--- src/rtl/f2i_pkg.sv ---
package f2i_pkg;

  // Rounding mode encoding seen at the rnd_mode port
  typedef enum logic [1:0] {
    RM_NEAR = 2'b00,
    RM_UP   = 2'b01,
    RM_DOWN = 2'b10,
    RM_ZERO = 2'b11
  } rmode_e;

  // Operand classes that pick the result path
  typedef enum logic [2:0] {
    CL_ZERO  = 3'd0,
    CL_TINY  = 3'd1,
    CL_RANGE = 3'd2,
    CL_HUGE  = 3'd3,
    CL_NAN   = 3'd4
  } fclass_e;

  // Directed modes that push the magnitude away from zero for this sign
  function automatic logic away_dir(rmode_e m, logic neg);
    return (m == RM_UP && !neg) || (m == RM_DOWN && neg);
  endfunction

  // Whether the truncated magnitude gains one, given the discarded fraction
  // split into its top bit (half) and the OR of the rest
  function automatic logic round_carry(rmode_e m, logic neg, logic lsb,
                                       logic half, logic rest_nz);
    logic c;
    case (m)
      RM_NEAR: c = half && (rest_nz || lsb);
      RM_ZERO: c = 1'b0;
      default: c = away_dir(m, neg) && (half || rest_nz);
    endcase
    return c;
  endfunction

endpackage

--- src/rtl/f2i_unpack.sv ---
module f2i_unpack
  import f2i_pkg::*;
#(
  parameter int EXP_W  = 8,
  parameter int FRAC_W = 23,
  parameter int INT_W  = 32,
  localparam int W_IN  = EXP_W + FRAC_W + 1,
  localparam int SH_W  = $clog2(INT_W + 1)
) (
  input  logic [W_IN-1:0]   word,
  output logic              sign,
  output fclass_e           cls,
  output logic [FRAC_W:0]   mant,
  output logic [SH_W-1:0]   shamt,
  output logic              denorm
);
  localparam int BIAS = (1 << (EXP_W - 1)) - 1;
  localparam int HI   = BIAS + INT_W;   // first exponent that cannot fit
  localparam int LO   = BIAS - 1;       // smallest exponent that may round to 1
  localparam logic [EXP_W-1:0] EMAX = '1;

  logic [EXP_W-1:0]  e;
  logic [FRAC_W-1:0] f;
  logic [31:0]       ev;

  assign sign   = word[W_IN-1];
  assign e      = word[W_IN-2:FRAC_W];
  assign f      = word[FRAC_W-1:0];
  assign ev     = 32'(e);
  assign mant   = {(e != '0), f};
  assign denorm = (e == '0) && (f != '0);

  always_comb begin
    shamt = '0;
    if (e == '0 && f == '0) begin
      cls = CL_ZERO;
    end else if (e == EMAX && f != '0) begin
      cls = CL_NAN;
    end else if (ev >= 32'(HI)) begin
      cls = CL_HUGE;
    end else if (ev >= 32'(LO)) begin
      cls   = CL_RANGE;
      shamt = SH_W'(32'(HI - 1) - ev);
    end else begin
      cls = CL_TINY;
    end
  end

endmodule

--- src/rtl/f2i_align.sv ---
module f2i_align #(
  parameter int FRAC_W = 23,
  parameter int INT_W  = 32,
  localparam int SH_W  = $clog2(INT_W + 1),
  localparam int W     = 2 * INT_W,
  localparam int PAD   = W - FRAC_W - 1
) (
  input  logic [FRAC_W:0]   mant,
  input  logic [SH_W-1:0]   shamt,
  output logic [INT_W-1:0]  ipart,
  output logic              rhalf,
  output logic              rrest
);
  // Upper half is the integer field, lower half the discarded fraction.
  // With no shift the hidden bit weighs 2^(INT_W-1).
  logic [SH_W:0][W-1:0] st;

  assign st[0] = {mant, {PAD{1'b0}}};

  for (genvar k = 0; k < SH_W; k++) begin : g_stage
    assign st[k+1] = shamt[k] ? (st[k] >> (1 << k)) : st[k];
  end

  assign ipart = st[SH_W][W-1:INT_W];
  assign rhalf = st[SH_W][INT_W-1];
  assign rrest = |st[SH_W][INT_W-2:0];

endmodule

--- src/rtl/f2i_round_sat.sv ---
module f2i_round_sat
  import f2i_pkg::*;
#(
  parameter int INT_W = 32
) (
  input  fclass_e           cls,
  input  logic              sign,
  input  logic              to_signed,
  input  rmode_e            mode,
  input  logic [INT_W-1:0]  ipart,
  input  logic              rhalf,
  input  logic              rrest,
  output logic [INT_W-1:0]  res,
  output logic              inv,
  output logic              ixc,
  output logic              ev_carry,
  output logic              ev_clamp,
  output logic              ev_negu
);
  localparam logic [INT_W-1:0] ONES = '1;
  localparam logic [INT_W-1:0] SMAX = {1'b0, {(INT_W-1){1'b1}}};
  localparam logic [INT_W-1:0] SMIN = {1'b1, {(INT_W-1){1'b0}}};
  localparam logic [INT_W-1:0] ONE  = INT_W'(1);

  logic             rem_nz;
  logic             carry;
  logic             inc_ovf;
  logic [INT_W-1:0] mag;
  logic [INT_W-1:0] slim;
  logic [INT_W-1:0] smag;

  assign rem_nz   = rhalf | rrest;
  assign carry    = round_carry(mode, sign, ipart[0], rhalf, rrest);
  assign inc_ovf  = carry && (ipart == ONES);
  assign mag      = (carry && ipart != ONES) ? ipart + ONE : ipart;
  assign slim     = sign ? SMIN : SMAX;
  assign ev_carry = carry && (cls == CL_RANGE);

  always_comb begin
    res      = '0;
    inv      = 1'b0;
    ixc      = 1'b0;
    ev_clamp = 1'b0;
    ev_negu  = 1'b0;
    smag     = '0;
    case (cls)
      CL_ZERO: res = '0;
      CL_NAN: begin
        inv = 1'b1;
        res = to_signed ? '0 : ONES;
      end
      CL_HUGE: begin
        inv = 1'b1;
        if (to_signed) res = sign ? SMIN : SMAX;
        else           res = sign ? '0 : ONES;
      end
      CL_TINY: begin
        ixc = 1'b1;
        if (away_dir(mode, sign)) begin
          if (!sign)          res = ONE;
          else if (to_signed) res = ONES;
          else                inv = 1'b1;
        end
      end
      CL_RANGE: begin
        if (to_signed) begin
          if (mag > slim) begin
            smag     = slim;
            inv      = 1'b1;
            ev_clamp = 1'b1;
          end else begin
            smag = mag;
            ixc  = rem_nz;
          end
          res = sign ? (~smag + ONE) : smag;
        end else if (sign && mag != '0) begin
          inv     = 1'b1;
          ev_negu = 1'b1;
        end else begin
          res = mag;
          inv = inc_ovf;
          ixc = rem_nz;
        end
      end
      default: res = '0;
    endcase
  end

endmodule

--- src/rtl/f2i_convert.sv ---
module f2i_convert
  import f2i_pkg::*;
#(
  parameter int EXP_W  = 8,
  parameter int FRAC_W = 23,
  parameter int INT_W  = 32,
  localparam int W_IN  = EXP_W + FRAC_W + 1,
  localparam int SH_W  = $clog2(INT_W + 1)
) (
  input  logic              clk,
  input  logic              rst_n,
  input  logic              in_valid,
  input  logic [W_IN-1:0]   in_bits,
  input  logic              to_signed,
  input  logic [1:0]        rnd_mode,
  input  logic              force_rtz,
  output logic              out_valid,
  output logic [INT_W-1:0]  out_int,
  output logic              out_invalid,
  output logic              out_inexact,
  output logic              out_denorm
);
  rmode_e           mode_eff;
  logic             op_sign;
  fclass_e          op_cls;
  logic [FRAC_W:0]  op_mant;
  logic [SH_W-1:0]  op_shamt;
  logic             op_denorm;
  logic [INT_W-1:0] al_ipart;
  logic             al_half;
  logic             al_rest;
  logic [INT_W-1:0] rs_res;
  logic             rs_inv;
  logic             rs_ixc;
  // Internal events brought out for the checker
  logic             ev_carry;
  logic             ev_clamp;
  logic             ev_negu;

  assign mode_eff = force_rtz ? RM_ZERO : rmode_e'(rnd_mode);

  f2i_unpack #(.EXP_W(EXP_W), .FRAC_W(FRAC_W), .INT_W(INT_W)) u_unpack (
    .word   (in_bits),
    .sign   (op_sign),
    .cls    (op_cls),
    .mant   (op_mant),
    .shamt  (op_shamt),
    .denorm (op_denorm)
  );

  f2i_align #(.FRAC_W(FRAC_W), .INT_W(INT_W)) u_align (
    .mant  (op_mant),
    .shamt (op_shamt),
    .ipart (al_ipart),
    .rhalf (al_half),
    .rrest (al_rest)
  );

  f2i_round_sat #(.INT_W(INT_W)) u_round (
    .cls       (op_cls),
    .sign      (op_sign),
    .to_signed (to_signed),
    .mode      (mode_eff),
    .ipart     (al_ipart),
    .rhalf     (al_half),
    .rrest     (al_rest),
    .res       (rs_res),
    .inv       (rs_inv),
    .ixc       (rs_ixc),
    .ev_carry  (ev_carry),
    .ev_clamp  (ev_clamp),
    .ev_negu   (ev_negu)
  );

  always_ff @(posedge clk or negedge rst_n) begin
    if (!rst_n) begin
      out_valid   <= 1'b0;
      out_int     <= '0;
      out_invalid <= 1'b0;
      out_inexact <= 1'b0;
      out_denorm  <= 1'b0;
    end else begin
      out_valid <= in_valid;
      if (in_valid) begin
        out_int     <= rs_res;
        out_invalid <= rs_inv;
        out_inexact <= rs_ixc;
        out_denorm  <= op_denorm;
      end
    end
  end

endmodule

--- config.mk ---
export PLATFORM = sky130hd
export DESIGN_NAME = f2i_convert
export DESIGN_NICKNAME = d
export VERILOG_FILES = /design/src/rtl/f2i_pkg.sv /design/src/rtl/f2i_unpack.sv /design/src/rtl/f2i_align.sv /design/src/rtl/f2i_round_sat.sv /design/src/rtl/f2i_convert.sv
export SDC_FILE = /design/constraint.sdc
export NUM_CORES = 1
export LEC_CHECK = 0
export BUFFER_PORTS_ARGS = -buffer_cell sky130_fd_sc_hd__buf_2
export CORE_ASPECT_RATIO = 1.4
export CORE_UTILIZATION = 38
export CTS_BUF_LIST = sky130_fd_sc_hd__clkbuf_16
export CTS_CLUSTER_DIAMETER = 80
export CTS_CLUSTER_SIZE = 28
export DETAILED_ROUTE_END_ITERATION = 6
export SYNTH_ARGS = -nofsm -noshare
export SYNTH_HDL_FRONTEND = slang
export SYNTH_SLANG_ARGS = --single-unit
--- constraint.sdc ---
create_clock -name clk -period 2 [get_ports clk]
set_input_delay 0.2 -clock clk [delete_from_list [all_inputs] [get_ports clk]]
set_output_delay 0.2 -clock clk [all_outputs]
set_load 0.02 [all_outputs]
==> results.ini <==
[run_status]
status = finished, violations left
violations = negative hold slack, negative setup slack

[global_routing]
grt_pass1_vias = 12783
antenna_found_initial = 0
grt_start_max_net_pins = 48
grt_pass1_wl_um = 73400
grt_usage_pct = 43.7
grt_overflow = 0
met2_usage_pct = 75.0
grtUsageMet1_pct = 42.0
grtUsageMet3_pct = 8.73
gr-max-usage-layer = met2

[sta]
fmax_ghz = 0.141
slew_violations = 0
timing.final.ws_setup_ps = -5110
fin_skew_ps = 0
holdWs_ps = -2.21
min_period_ps = 7110
finalCritPeriodShare_pct = 356
finalHoldViolations = 3
tightest_slew_ps = 974
setup_tns_ps = -160980
rsz0062_at_grt = yes
setup_viol = 34
slew_headroom_pct = 34.1

[setup_path]
cp-startpoint = in_bits[24]
crit_arrival_ps = 7300
reg2reg_from = out_int[31]
worstPathRequired_ps = 2180
cp_slowest_cell = or4b_4
crit_top_cell = buf_4
r2r_setup_slack_ps = 1100
end_kind = flop
rr_worst_depth = 3
r2r_end = out_int[31]
crit_type = primary input to flop
critPathMaxStageDelay_ps = 590
cp_max_fo = 8
cp-start-kind = primary input

[final_layout]
fin_nets = 1848
final_area_um2 = 14800
final_cells = 2025
utilization_pct = 70.0
drive_gt1_share_pct = 52.5
area_delta_synth_final_pct = 80.1

[synth]
async_flop_share_pct = 100
syn_nets = 1252
synth-seq-cells = 36
syn_inst = 1167
yosysTopAreaCellShare_pct = 10.9
syn_avg_cell_area_um2 = 7.06
ys_types = 98
synthFlopType = dfrtp_1
netlist_top_cells_area = dfrtp_1, ha_1, a21oi_1, nor2_1, nand2_1
ys_warn_count = 0
synthMostInstantiatedCell = nor2_1
synth_top_area_cell = dfrtp_1
synth_edf_count = 0
netlist_area_um2 = 8240
yosysSeqAreaShare_pct = 10.9
yosys-top-cells-count = nor2_1, a21oi_1, nand2_1

[power]
p_per_area_nw_per_um2 = 425
p_leak_nw = 6.65
ir_worst_vdd_mv = 0.375

[clock_tree]
cts_hold_buf = 0
cts_buffers = 5
cts-root-buf = clkbuf_16
path_clk_slew_ps = 60
cts.sinks = 36
cts_max_path_buffers = 2
clk_latency_ps = 280
cts_tree = done
htreeDepth = 2

[drt]
dr.pass1.iters = 6
drc_errors = 0
vias_per_cell = 6.27
drt_wl_total_um = 48300
drt_iter0_drc = 1090
dr_total_vias = 12702
ant_nets = 0
post_drt_wl_per_cell_um = 23.9

[die]
core_area_um2 = 21200
rows = 63
start_util_pct = 38.9
pin_count = 75
die_w_um = 126
die_h_um = 176
die_area_um2 = 22300

[placement]
gp_congestion = 1.03
placed_area_um2 = 12800
io_buffers = 74
hpwl_um = 37300
place_inst = 1930

[worst_hold_path]
worstHoldPathType = primary input to async pin

[flow_run]
maxCapViolCount = 0

==> timing repair <==
action | in CTS | in global routing
setup buffers | 73 | 14
pin swaps | 108 | 32
gates resized for setup | 194 | 55
cloned | 4 | 0
setup endpoints to repair | 34 | 34
==> report_power, final <==
part           switching (W)  internal, W
sequential         0.0000470     0.000811
clock               0.000301     0.000459
combinational        0.00251      0.00218
total                0.00286      0.00345
==> layout by cell type (no fill, tap or decap), types with 14 or more instances in the layout <==
cell,netlist,routed
a21o_1,19,19
a21oi_1,111,80
a21oi_2,1,27
a31oi_1,23,17
buf_12,0,14
buf_2,24,72
buf_4,6,549
buf_6,8,25
dfrtp_1,36,36
ha_1,46,35
inv_1,27,24
mux2_2,15,14
mux2i_1,34,24
nand2_1,93,82
nand3_1,49,40
nand4_1,30,30
nor2_1,123,109
nor3_1,33,27
nor4_1,16,14
o211ai_1,29,29
o21ai_0,68,38
o21ai_1,10,26
==> state kept, by name, summed over array words and instances (netlist names) <==
signal and cells:
out_denorm 1, out_inexact 1, out_int 32, out_invalid 1
out_valid 1
==> through the flow <==
stage / setup WS (ps) / hold WS (ps) / total power (W)
after floorplan: -5280 / -95.6 / 0.00280
after global placement: -5500 / 318 / 0.00465
after detailed placement: -5550 / 331 / 0.00468
after CTS: -4870 / 31.6 / 0.00599
after global routing: -5430 / 73.9 / 0.00660
final: -5110 / -2.21 / 0.00631
==> critical path: cells and delay by family <==
kind            cells  cell delay [ps]
compound gates     14             2990
buf+inv             9             1370
simple gates        8             1860
fa+ha+maj           2              320
xor+xnor            2              550
==> metal layers <==
metal / wire [um] / part of all wire (%)
met3: 2900 / 6.0
met2: 23000 / 48
met4: 6580 / 14
met1: 15800 / 33
met5: 0 / 0
==> logic make-up (layout without fill, tap and decap cells) <==
logic type               count (synthesis)  count (layout)  synth area share, %
AND/OR/NAND/NOR                        450             450                 27.8
AO/OA/AOI/OAI                          443             445                 37.5
buffers and inverters                  108             703                 6.29
multiplexers                            50              50                 6.45
adder cells (fa/ha/maj)                 46              46                 6.98
flip-flops                              36              36                 10.9
XOR/XNOR                                34              34                 3.98
other                                    0               1                    0
==> final cells by class <==
cell class / count / area, um2
clock inverters: 3 / 18.8
clock buffers: 5 / 125
repair buffers: 667 / 5180
flip-flops and latches: 36 / 901
well taps: 260 / 325
fillers: 1788 / 6360
inverters: 28 / 113
diodes: 1 / 2.50
multi-input cells: 1025 / 8180
==> worst max-delay path by stage <==
| stage | end | slack (ps) | cells after the start |
|---|---|---|---|
| after detailed placement | out_int[30] | -5550 | 36 |
| after global placement | out_int[30] | -5500 | 37 |
| after global routing | out_int[28] | -5430 | 36 |
| after CTS | out_int[30] | -4870 | 36 |
| final | out_int[28] | -5110 | 35 |
| after floorplan | out_int[30] | -5280 | 39 |
No activity file was read; power rests on OpenSTA's default activity.
